### config.mk
export PLATFORM = sky130hd
export DESIGN_NAME = cp_framer
export DESIGN_NICKNAME = d
export VERILOG_FILES = /design/src/rtl/cp_framer_pkg.sv /design/src/rtl/cp_framer_ctrl.sv /design/src/rtl/cp_framer_dpath.sv /design/src/rtl/cp_framer.sv
export SDC_FILE = /design/constraint.sdc
export NUM_CORES = 1
export LEC_CHECK = 0
export BUFFER_PORTS_ARGS = -buffer_cell sky130_fd_sc_hd__buf_2
export CELL_PAD_IN_SITES_DETAIL_PLACEMENT = 1
export CELL_PAD_IN_SITES_GLOBAL_PLACEMENT = 1
export CORE_MARGIN = 10
export CORE_UTILIZATION = 40
export CTS_CLUSTER_DIAMETER = 150
export DETAILED_ROUTE_END_ITERATION = 16
export PLACE_DENSITY = 0.86
export SKIP_CTS_REPAIR_TIMING = 1
export SLEW_MARGIN = 15
export SYNTH_ARGS = -nofsm -noshare
export SYNTH_HDL_FRONTEND = slang
export SYNTH_SLANG_ARGS = --single-unit
### constraint.sdc
create_clock -name clk -period 4 [get_ports clk]
set_input_delay 0.2 -clock clk [delete_from_list [all_inputs] [get_ports clk]]
set_output_delay 0.2 -clock clk [all_outputs]
set_load 0.1 [all_outputs]
### src/rtl/cp_framer_pkg.sv
package cp_framer_pkg;

  // One-bit strobes passed from the sequencer to the datapath
  typedef struct packed {
    logic txRead;    // read the transmit RAM this cycle
    logic txPrefix;  // current read belongs to the prefix
    logic rxWrite;   // current receive sample is payload
    logic rxLast;    // current receive sample completes the frame
    logic rxHalf;    // half being filled
  } cpStrobes_t;

endpackage

### src/rtl/cp_framer_ctrl.sv
module cp_framer_ctrl
  import cp_framer_pkg::*;
#(
  parameter int LOG2_LEN   = 6,
  parameter int PREFIX_LEN = 16,
  parameter int FRAME_CLKS = 217
) (
  input  logic                clk,
  input  logic                rstN,
  input  logic                txEnable,
  input  logic                rxValid,
  input  logic                rxSof,
  output cpStrobes_t          strb,
  output logic [LOG2_LEN-1:0] txPosLow,
  output logic [LOG2_LEN-1:0] rxIdxLow,
  output logic                rxFillHalf
);

  localparam int FRAME_LEN = 1 << LOG2_LEN;
  localparam int BURST     = PREFIX_LEN + FRAME_LEN;
  localparam int CNT_W     = $clog2(BURST + 1);
  localparam int TMR_W     = $clog2(FRAME_CLKS);
  localparam logic [CNT_W-1:0] LAST_POS = CNT_W'(BURST - 1);
  localparam logic [CNT_W-1:0] PRE_CNT  = CNT_W'(PREFIX_LEN);
  localparam logic [CNT_W-1:0] DONE_CNT = CNT_W'(BURST);
  localparam logic [TMR_W-1:0] TMR_LAST = TMR_W'(FRAME_CLKS - 1);

  logic [TMR_W-1:0] frameCnt;
  logic             tick;
  logic             txActive;
  logic [CNT_W-1:0] txPos;
  logic [CNT_W-1:0] rxIdx;
  logic [CNT_W-1:0] idxNow;
  logic             rxTake;

  // Frame timer: ticks at count zero while enabled
  assign tick = txEnable && (frameCnt == '0);

  always_ff @(posedge clk) begin
    if (!rstN || !txEnable) begin
      frameCnt <= '0;
    end else if (frameCnt == TMR_LAST) begin
      frameCnt <= '0;
    end else begin
      frameCnt <= frameCnt + 1'b1;
    end
  end

  // Transmit burst sequencer
  always_ff @(posedge clk) begin
    if (!rstN) begin
      txActive <= 1'b0;
      txPos    <= '0;
    end else if (!txActive) begin
      if (tick) begin
        txActive <= 1'b1;
        txPos    <= '0;
      end
    end else if (txPos == LAST_POS) begin
      txActive <= 1'b0;
    end else begin
      txPos <= txPos + 1'b1;
    end
  end

  // Receive frame position
  always_comb begin
    idxNow        = rxSof ? '0 : rxIdx;
    rxTake        = rxValid && (idxNow < DONE_CNT);
    strb.txRead   = txActive;
    strb.txPrefix = txActive && (txPos < PRE_CNT);
    strb.rxWrite  = rxTake && (idxNow >= PRE_CNT);
    strb.rxLast   = rxTake && (idxNow == LAST_POS);
    strb.rxHalf   = rxFillHalf;
  end

  assign txPosLow = txPos[LOG2_LEN-1:0];
  assign rxIdxLow = idxNow[LOG2_LEN-1:0];

  always_ff @(posedge clk) begin
    if (!rstN) begin
      rxIdx      <= DONE_CNT;
      rxFillHalf <= 1'b0;
    end else begin
      if (rxTake) begin
        rxIdx <= idxNow + 1'b1;
      end
      if (strb.rxLast) begin
        rxFillHalf <= ~rxFillHalf;
      end
    end
  end


  burst_walk_chk: assert property (@(posedge clk) disable iff (!rstN)
    (txActive && txPos != LAST_POS) |=> (txActive && txPos == $past(txPos) + 1'b1));


  burst_end_chk: assert property (@(posedge clk) disable iff (!rstN)
    (txActive && txPos == LAST_POS) |=> !txActive);


  sof_restart_chk: assert property (@(posedge clk) disable iff (!rstN)
    (rxValid && rxSof) |=> (rxIdx == CNT_W'(1)));


  half_hold_chk: assert property (@(posedge clk) disable iff (!rstN)
    !strb.rxLast |=> $stable(rxFillHalf));


  idle_hold_chk: assert property (@(posedge clk) disable iff (!rstN)
    !rxValid |=> $stable(rxIdx));

endmodule

### src/rtl/cp_framer_dpath.sv
module cp_framer_dpath
  import cp_framer_pkg::*;
#(
  parameter int LOG2_LEN   = 6,
  parameter int PREFIX_LEN = 16,
  parameter int SAMPLE_W   = 12
) (
  input  logic                clk,
  input  logic                rstN,
  input  cpStrobes_t          strb,
  input  logic [LOG2_LEN-1:0] txPosLow,
  input  logic [LOG2_LEN-1:0] rxIdxLow,
  output logic                txRdEn,
  output logic [LOG2_LEN-1:0] txRdAddr,
  input  logic [SAMPLE_W-1:0] txRdData,
  output logic                txValid,
  output logic                txPrefix,
  output logic [SAMPLE_W-1:0] txSample,
  input  logic [SAMPLE_W-1:0] rxSample,
  output logic                rxWrEn,
  output logic [LOG2_LEN:0]   rxWrAddr,
  output logic [SAMPLE_W-1:0] rxWrData,
  output logic                rxFrameReady,
  output logic                rxReadyHalf
);

  localparam int FRAME_LEN = 1 << LOG2_LEN;
  // Modulo the frame length, both prefix and body addresses are pos - prefix
  localparam logic [LOG2_LEN-1:0] TX_OFFS = LOG2_LEN'(FRAME_LEN - PREFIX_LEN);
  localparam logic [LOG2_LEN-1:0] RX_OFFS = LOG2_LEN'(PREFIX_LEN);

  logic pendValid;
  logic pendPrefix;

  assign txRdEn   = strb.txRead;
  assign txRdAddr = txPosLow + TX_OFFS;

  // Two stages: RAM latency, then output register
  always_ff @(posedge clk) begin
    if (!rstN) begin
      pendValid  <= 1'b0;
      pendPrefix <= 1'b0;
      txValid    <= 1'b0;
      txPrefix   <= 1'b0;
      txSample   <= '0;
    end else begin
      pendValid  <= strb.txRead;
      pendPrefix <= strb.txPrefix;
      txValid    <= pendValid;
      txPrefix   <= pendPrefix;
      if (pendValid) begin
        txSample <= txRdData;
      end
    end
  end

  always_ff @(posedge clk) begin
    if (!rstN) begin
      rxWrEn       <= 1'b0;
      rxWrAddr     <= '0;
      rxWrData     <= '0;
      rxFrameReady <= 1'b0;
      rxReadyHalf  <= 1'b0;
    end else begin
      rxWrEn       <= strb.rxWrite;
      rxFrameReady <= strb.rxLast;
      if (strb.rxWrite) begin
        rxWrAddr <= {strb.rxHalf, rxIdxLow - RX_OFFS};
        rxWrData <= rxSample;
      end
      if (strb.rxLast) begin
        rxReadyHalf <= strb.rxHalf;
      end
    end
  end


  ready_last_addr_chk: assert property (@(posedge clk) disable iff (!rstN)
    rxFrameReady |-> (rxWrEn && rxWrAddr == {rxReadyHalf, {LOG2_LEN{1'b1}}}));


  tx_latency_chk: assert property (@(posedge clk) disable iff (!rstN)
    txValid |-> $past(txRdEn, 2));

endmodule

### src/rtl/cp_framer.sv
module cp_framer
  import cp_framer_pkg::*;
#(
  parameter int LOG2_LEN   = 6,
  parameter int PREFIX_LEN = 16,
  parameter int SAMPLE_W   = 12,
  parameter int FRAME_CLKS = 217
) (
  input  logic                clk,
  input  logic                rstN,
  input  logic                txEnable,
  output logic                txRdEn,
  output logic [LOG2_LEN-1:0] txRdAddr,
  input  logic [SAMPLE_W-1:0] txRdData,
  output logic                txValid,
  output logic                txPrefix,
  output logic [SAMPLE_W-1:0] txSample,
  input  logic                rxValid,
  input  logic                rxSof,
  input  logic [SAMPLE_W-1:0] rxSample,
  output logic                rxWrEn,
  output logic [LOG2_LEN:0]   rxWrAddr,
  output logic [SAMPLE_W-1:0] rxWrData,
  output logic                rxFrameReady,
  output logic                rxReadyHalf,
  output logic                rxFillHalf
);

  cpStrobes_t          strb;
  logic [LOG2_LEN-1:0] txPosLow;
  logic [LOG2_LEN-1:0] rxIdxLow;

  cp_framer_ctrl #(
    .LOG2_LEN  (LOG2_LEN),
    .PREFIX_LEN(PREFIX_LEN),
    .FRAME_CLKS(FRAME_CLKS)
  ) ctrl (
    .clk       (clk),
    .rstN      (rstN),
    .txEnable  (txEnable),
    .rxValid   (rxValid),
    .rxSof     (rxSof),
    .strb      (strb),
    .txPosLow  (txPosLow),
    .rxIdxLow  (rxIdxLow),
    .rxFillHalf(rxFillHalf)
  );

  cp_framer_dpath #(
    .LOG2_LEN  (LOG2_LEN),
    .PREFIX_LEN(PREFIX_LEN),
    .SAMPLE_W  (SAMPLE_W)
  ) dpath (
    .clk         (clk),
    .rstN        (rstN),
    .strb        (strb),
    .txPosLow    (txPosLow),
    .rxIdxLow    (rxIdxLow),
    .txRdEn      (txRdEn),
    .txRdAddr    (txRdAddr),
    .txRdData    (txRdData),
    .txValid     (txValid),
    .txPrefix    (txPrefix),
    .txSample    (txSample),
    .rxSample    (rxSample),
    .rxWrEn      (rxWrEn),
    .rxWrAddr    (rxWrAddr),
    .rxWrData    (rxWrData),
    .rxFrameReady(rxFrameReady),
    .rxReadyHalf (rxReadyHalf)
  );


  write_needs_valid_chk: assert property (@(posedge clk) disable iff (!rstN)
    rxWrEn |-> $past(rxValid));


  ready_pulse_chk: assert property (@(posedge clk) disable iff (!rstN)
    rxFrameReady |=> !rxFrameReady);

endmodule

==> impl_metrics.py <==
metrics = {
    "synth": {
        "async_flop_share_pct": 0,
        "synthesis.nets": 301,
        "synthFlopType": "dfxtp_1",
        "syn_avg_cell_area_um2": 9.553,
        "synth_seq_area_share_pct": 48.84,
        "synthXorXnorAreaFrac_pct": 2.757,
        "synthMuxAreaShare_pct": 12.46,
        "synth-seq-cells": 62,
        "synth_top_family_by_area": "simple AND/OR/NAND/NOR gates",
        "synth_compound_area_share_pct": 8.863,
        "synth_warnings": 0,
        "yosysUniqueCellTypes": 48,
        "synth_fa_ha_area_share_pct": 2.954,
        "synth_area_mm2": 0.002541,
        "synth_simple_gate_area_share_pct": 18.37,
        "synth_edf_count": 0,
        "syn_inst": 266,
    },
    "timing": {
        "worst_clock_skew_ns": 0.008045,
        "fin_crit_ns": 2.089,
        "setup_ws_ns": 1.911,
        "relSlewSlack_pct": 45.05,
        "post-route-period-util_pct": 52.23,
        "tightest_slew_ns": 0.8222,
        "setup_viol": 0,
        "fin_hold_ws_ns": 0.1001,
        "tns_ns": 0,
        "max_freq_mhz": 478.7,
        "hold_violations": 0,
        "slew_violations": 0,
        "rsz0062_at_grt": "no",
    },
    "run_status": {
        "status": "completed",
    },
    "place": {
        "place_ws_ns": 1.922,
        "routabilityCongestion": 0.7463,
        "dp_hpwl_um": 4845,
        "portBuffers": 72,
        "placed_area_mm2": 0.002900,
    },
    "worst_setup_path": {
        "arrival_ns": 2.35,
        "reg2regPathDepth": 4,
        "r2r_end": "dpath.rxWrAddr[0]$_SDFFE_PN0P_",
        "cp-start-kind": "flop",
        "r2r_start": "ctrl.rxIdx[4]$_SDFFE_PN1P_",
        "critPathCaptureType": "flop",
        "cp_max_fo": 21,
        "worstSetupPathType": "flop to flop",
        "reg2reg_setup_slack_ns": 1.91,
        "required_ns": 4.26,
    },
    "drt": {
        "dr_wl_met2_um": 3185,
        "drc": 0,
        "wl_per_cell_um": 16.20,
        "route.vias.total": 2119,
        "drt-initial-drc-count": 32,
        "firstDrtPassIters": 4,
        "met3_wirelength_um": 429,
        "via_per_inst": 5.118,
        "drt_wl_total_um": 6705,
        "met1_length_um": 2999,
        "top_layer": "met4",
        "ant_nets": 0,
    },
    "floorplanning": {
        "die-width_um": 99.71,
        "initial_core_util_pct": 41.93,
        "core_area_mm2": 0.006061,
        "die-area_mm2": 0.009941,
        "die_h_um": 99.71,
        "rows": 28,
        "boundaryPins": 73,
    },
    "final_layout": {
        "diodes": 0,
        "final_common_cell": "buf_2",
        "final_nets": 369,
        "stdcell_area_mm2": 0.003100,
        "layout-drive-gt1-share_pct": 28.61,
        "syn2layout_area_growth_pct": 22.01,
        "layout_common_cells": "buf_2 (72), dfxtp_1 (62), nor2_1 (42)",
        "nFillCells": 723,
    },
    "clock_network": {
        "path_clk_slew_ns": 0.07,
        "clock_latency_ns": 0.34,
        "cts_sinks": 62,
        "cts_inserted_buffers": 9,
        "clockBufferDepth": 2,
        "cts_tree": "built",
        "cts-root-buf": "clkbuf_8",
        "h-tree-depth": 3,
    },
    "global_routing": {
        "grt_max_degree": 42,
        "grt-ovfl-total": 0,
        "grt_pass1_vias": 2160,
        "grt_pass1_wl_um": 10760,
        "grt_usage_pct": 13.16,
        "grt_antenna_before_repair": 0,
    },
    "worst_hold_path": {
        "hold_path_end": "dpath.rxWrData[3]$_SDFFE_PN0P_",
        "hp-class": "input pin to flop",
        "hold_depth": 3,
        "worstHoldStart": "rxSample[3]",
    },
    "power_and_ir_drop": {
        "peakVddDrop_mv": 0.2469,
        "powerDensity_mw_per_mm2": 453.9,
        "totalPowerFinal_w": 0.001407,
        "p_leak_nw": 1.431,
    },
    "flow_run": {
        "maxCapViolations": 0,
    },
}
routing by layer:
layer	vias to the layer above	track usage (%)
met1	1008	15.23
met2	58	21.60
li1	1041	-
met5	-	0
met4	0	4.631
met3	12	5.052
per-stage QoR:
stage / std cells / util [%]
final: 414 / 51.16
after global routing: 414 / 51.16
after CTS: 414 / 51.16
after detailed placement: 398 / 47.85
after global placement: 398 / 47.85
after floorplan: 266 / -
cells by family (layout without fill, tap and decap cells):
kind of cell	count (synthesis)	in the layout
mux	31	31
fa+ha+maj	6	6
compound gates	35	35
buf+inv	28	101
xor+xnor	8	8
flops	62	62
simple gates	96	96
final cells by class:
type | count | area, µm² | area share, %
inverters | 13 | 51.30 | 1.655
flip-flops and latches | 62 | 1241 | 40.03
repair buffers | 72 | 360.3 | 11.62
multi-input cells | 176 | 1154 | 37.21
well taps | 75 | 93.84 | 3.027
clock buffers | 12 | 155.1 | 5.004
clock inverters | 4 | 45.04 | 1.453
Yosys cell counts (all sizes together), types with 3 or more instances:
cell type	number	area (µm²)
a21oi	10	50.05
xor2	5	43.79
ha	6	75.07
dfxtp	62	1241
nor2	44	170.2
nand3	7	35.03
inv	13	51.31
nand2	18	67.56
xnor2	3	26.28
o22ai	3	18.77
clkbuf	7	26.28
o21ai	9	48.79
and2	5	31.28
nand4	7	50.05
mux2i	29	290.3
nand2b	3	18.77
buf	8	68.81
critical path, cell delays in order, from the launching register on:
cell	delay, ns
dfxtp_1	0.52
or3_1	0.18
nand4_2	0.64
mux2_1	0.58
nor2_1	0.09
flip-flops by register name (all words and copies together) (netlist names), 7 cells and up:
register	cells
ctrl.frameCnt	8
ctrl.rxIdx	7
ctrl.txPos	7
dpath.rxWrAddr	7
dpath.rxWrData	12
dpath.txSample	12
how the worst max path moves through the flow:
stage | from | endpoint | slack [ns] | cells past startpoint
after floorplan | ctrl.txPos[4]$_SDFFE_PN0P_ | txRdAddr[5] | 1.89 | 3
after global placement | ctrl.rxIdx[4]$_SDFFE_PN1P_ | dpath.rxWrAddr[0]$_SDFFE_PN0P_ | 2.00 | 4
after detailed placement | ctrl.rxIdx[4]$_SDFFE_PN1P_ | dpath.rxWrAddr[0]$_SDFFE_PN0P_ | 1.92 | 4
after CTS | ctrl.rxIdx[4]$_SDFFE_PN1P_ | dpath.rxWrAddr[0]$_SDFFE_PN0P_ | 1.89 | 4
after global routing | ctrl.rxIdx[4]$_SDFFE_PN1P_ | dpath.rxWrAddr[0]$_SDFFE_PN0P_ | 1.77 | 4
final | ctrl.rxIdx[4]$_SDFFE_PN1P_ | dpath.rxWrAddr[0]$_SDFFE_PN0P_ | 1.91 | 4
where the power goes:
part           total (W)  switching [W]  leakage, nW  internal [W]
registers       0.000655      0.0000189        0.503      0.000636
clock network   0.000557       0.000239        0.106      0.000319
logic           0.000195       0.000150        0.822     0.0000450
No activity file was read; power rests on OpenSTA's default activity.
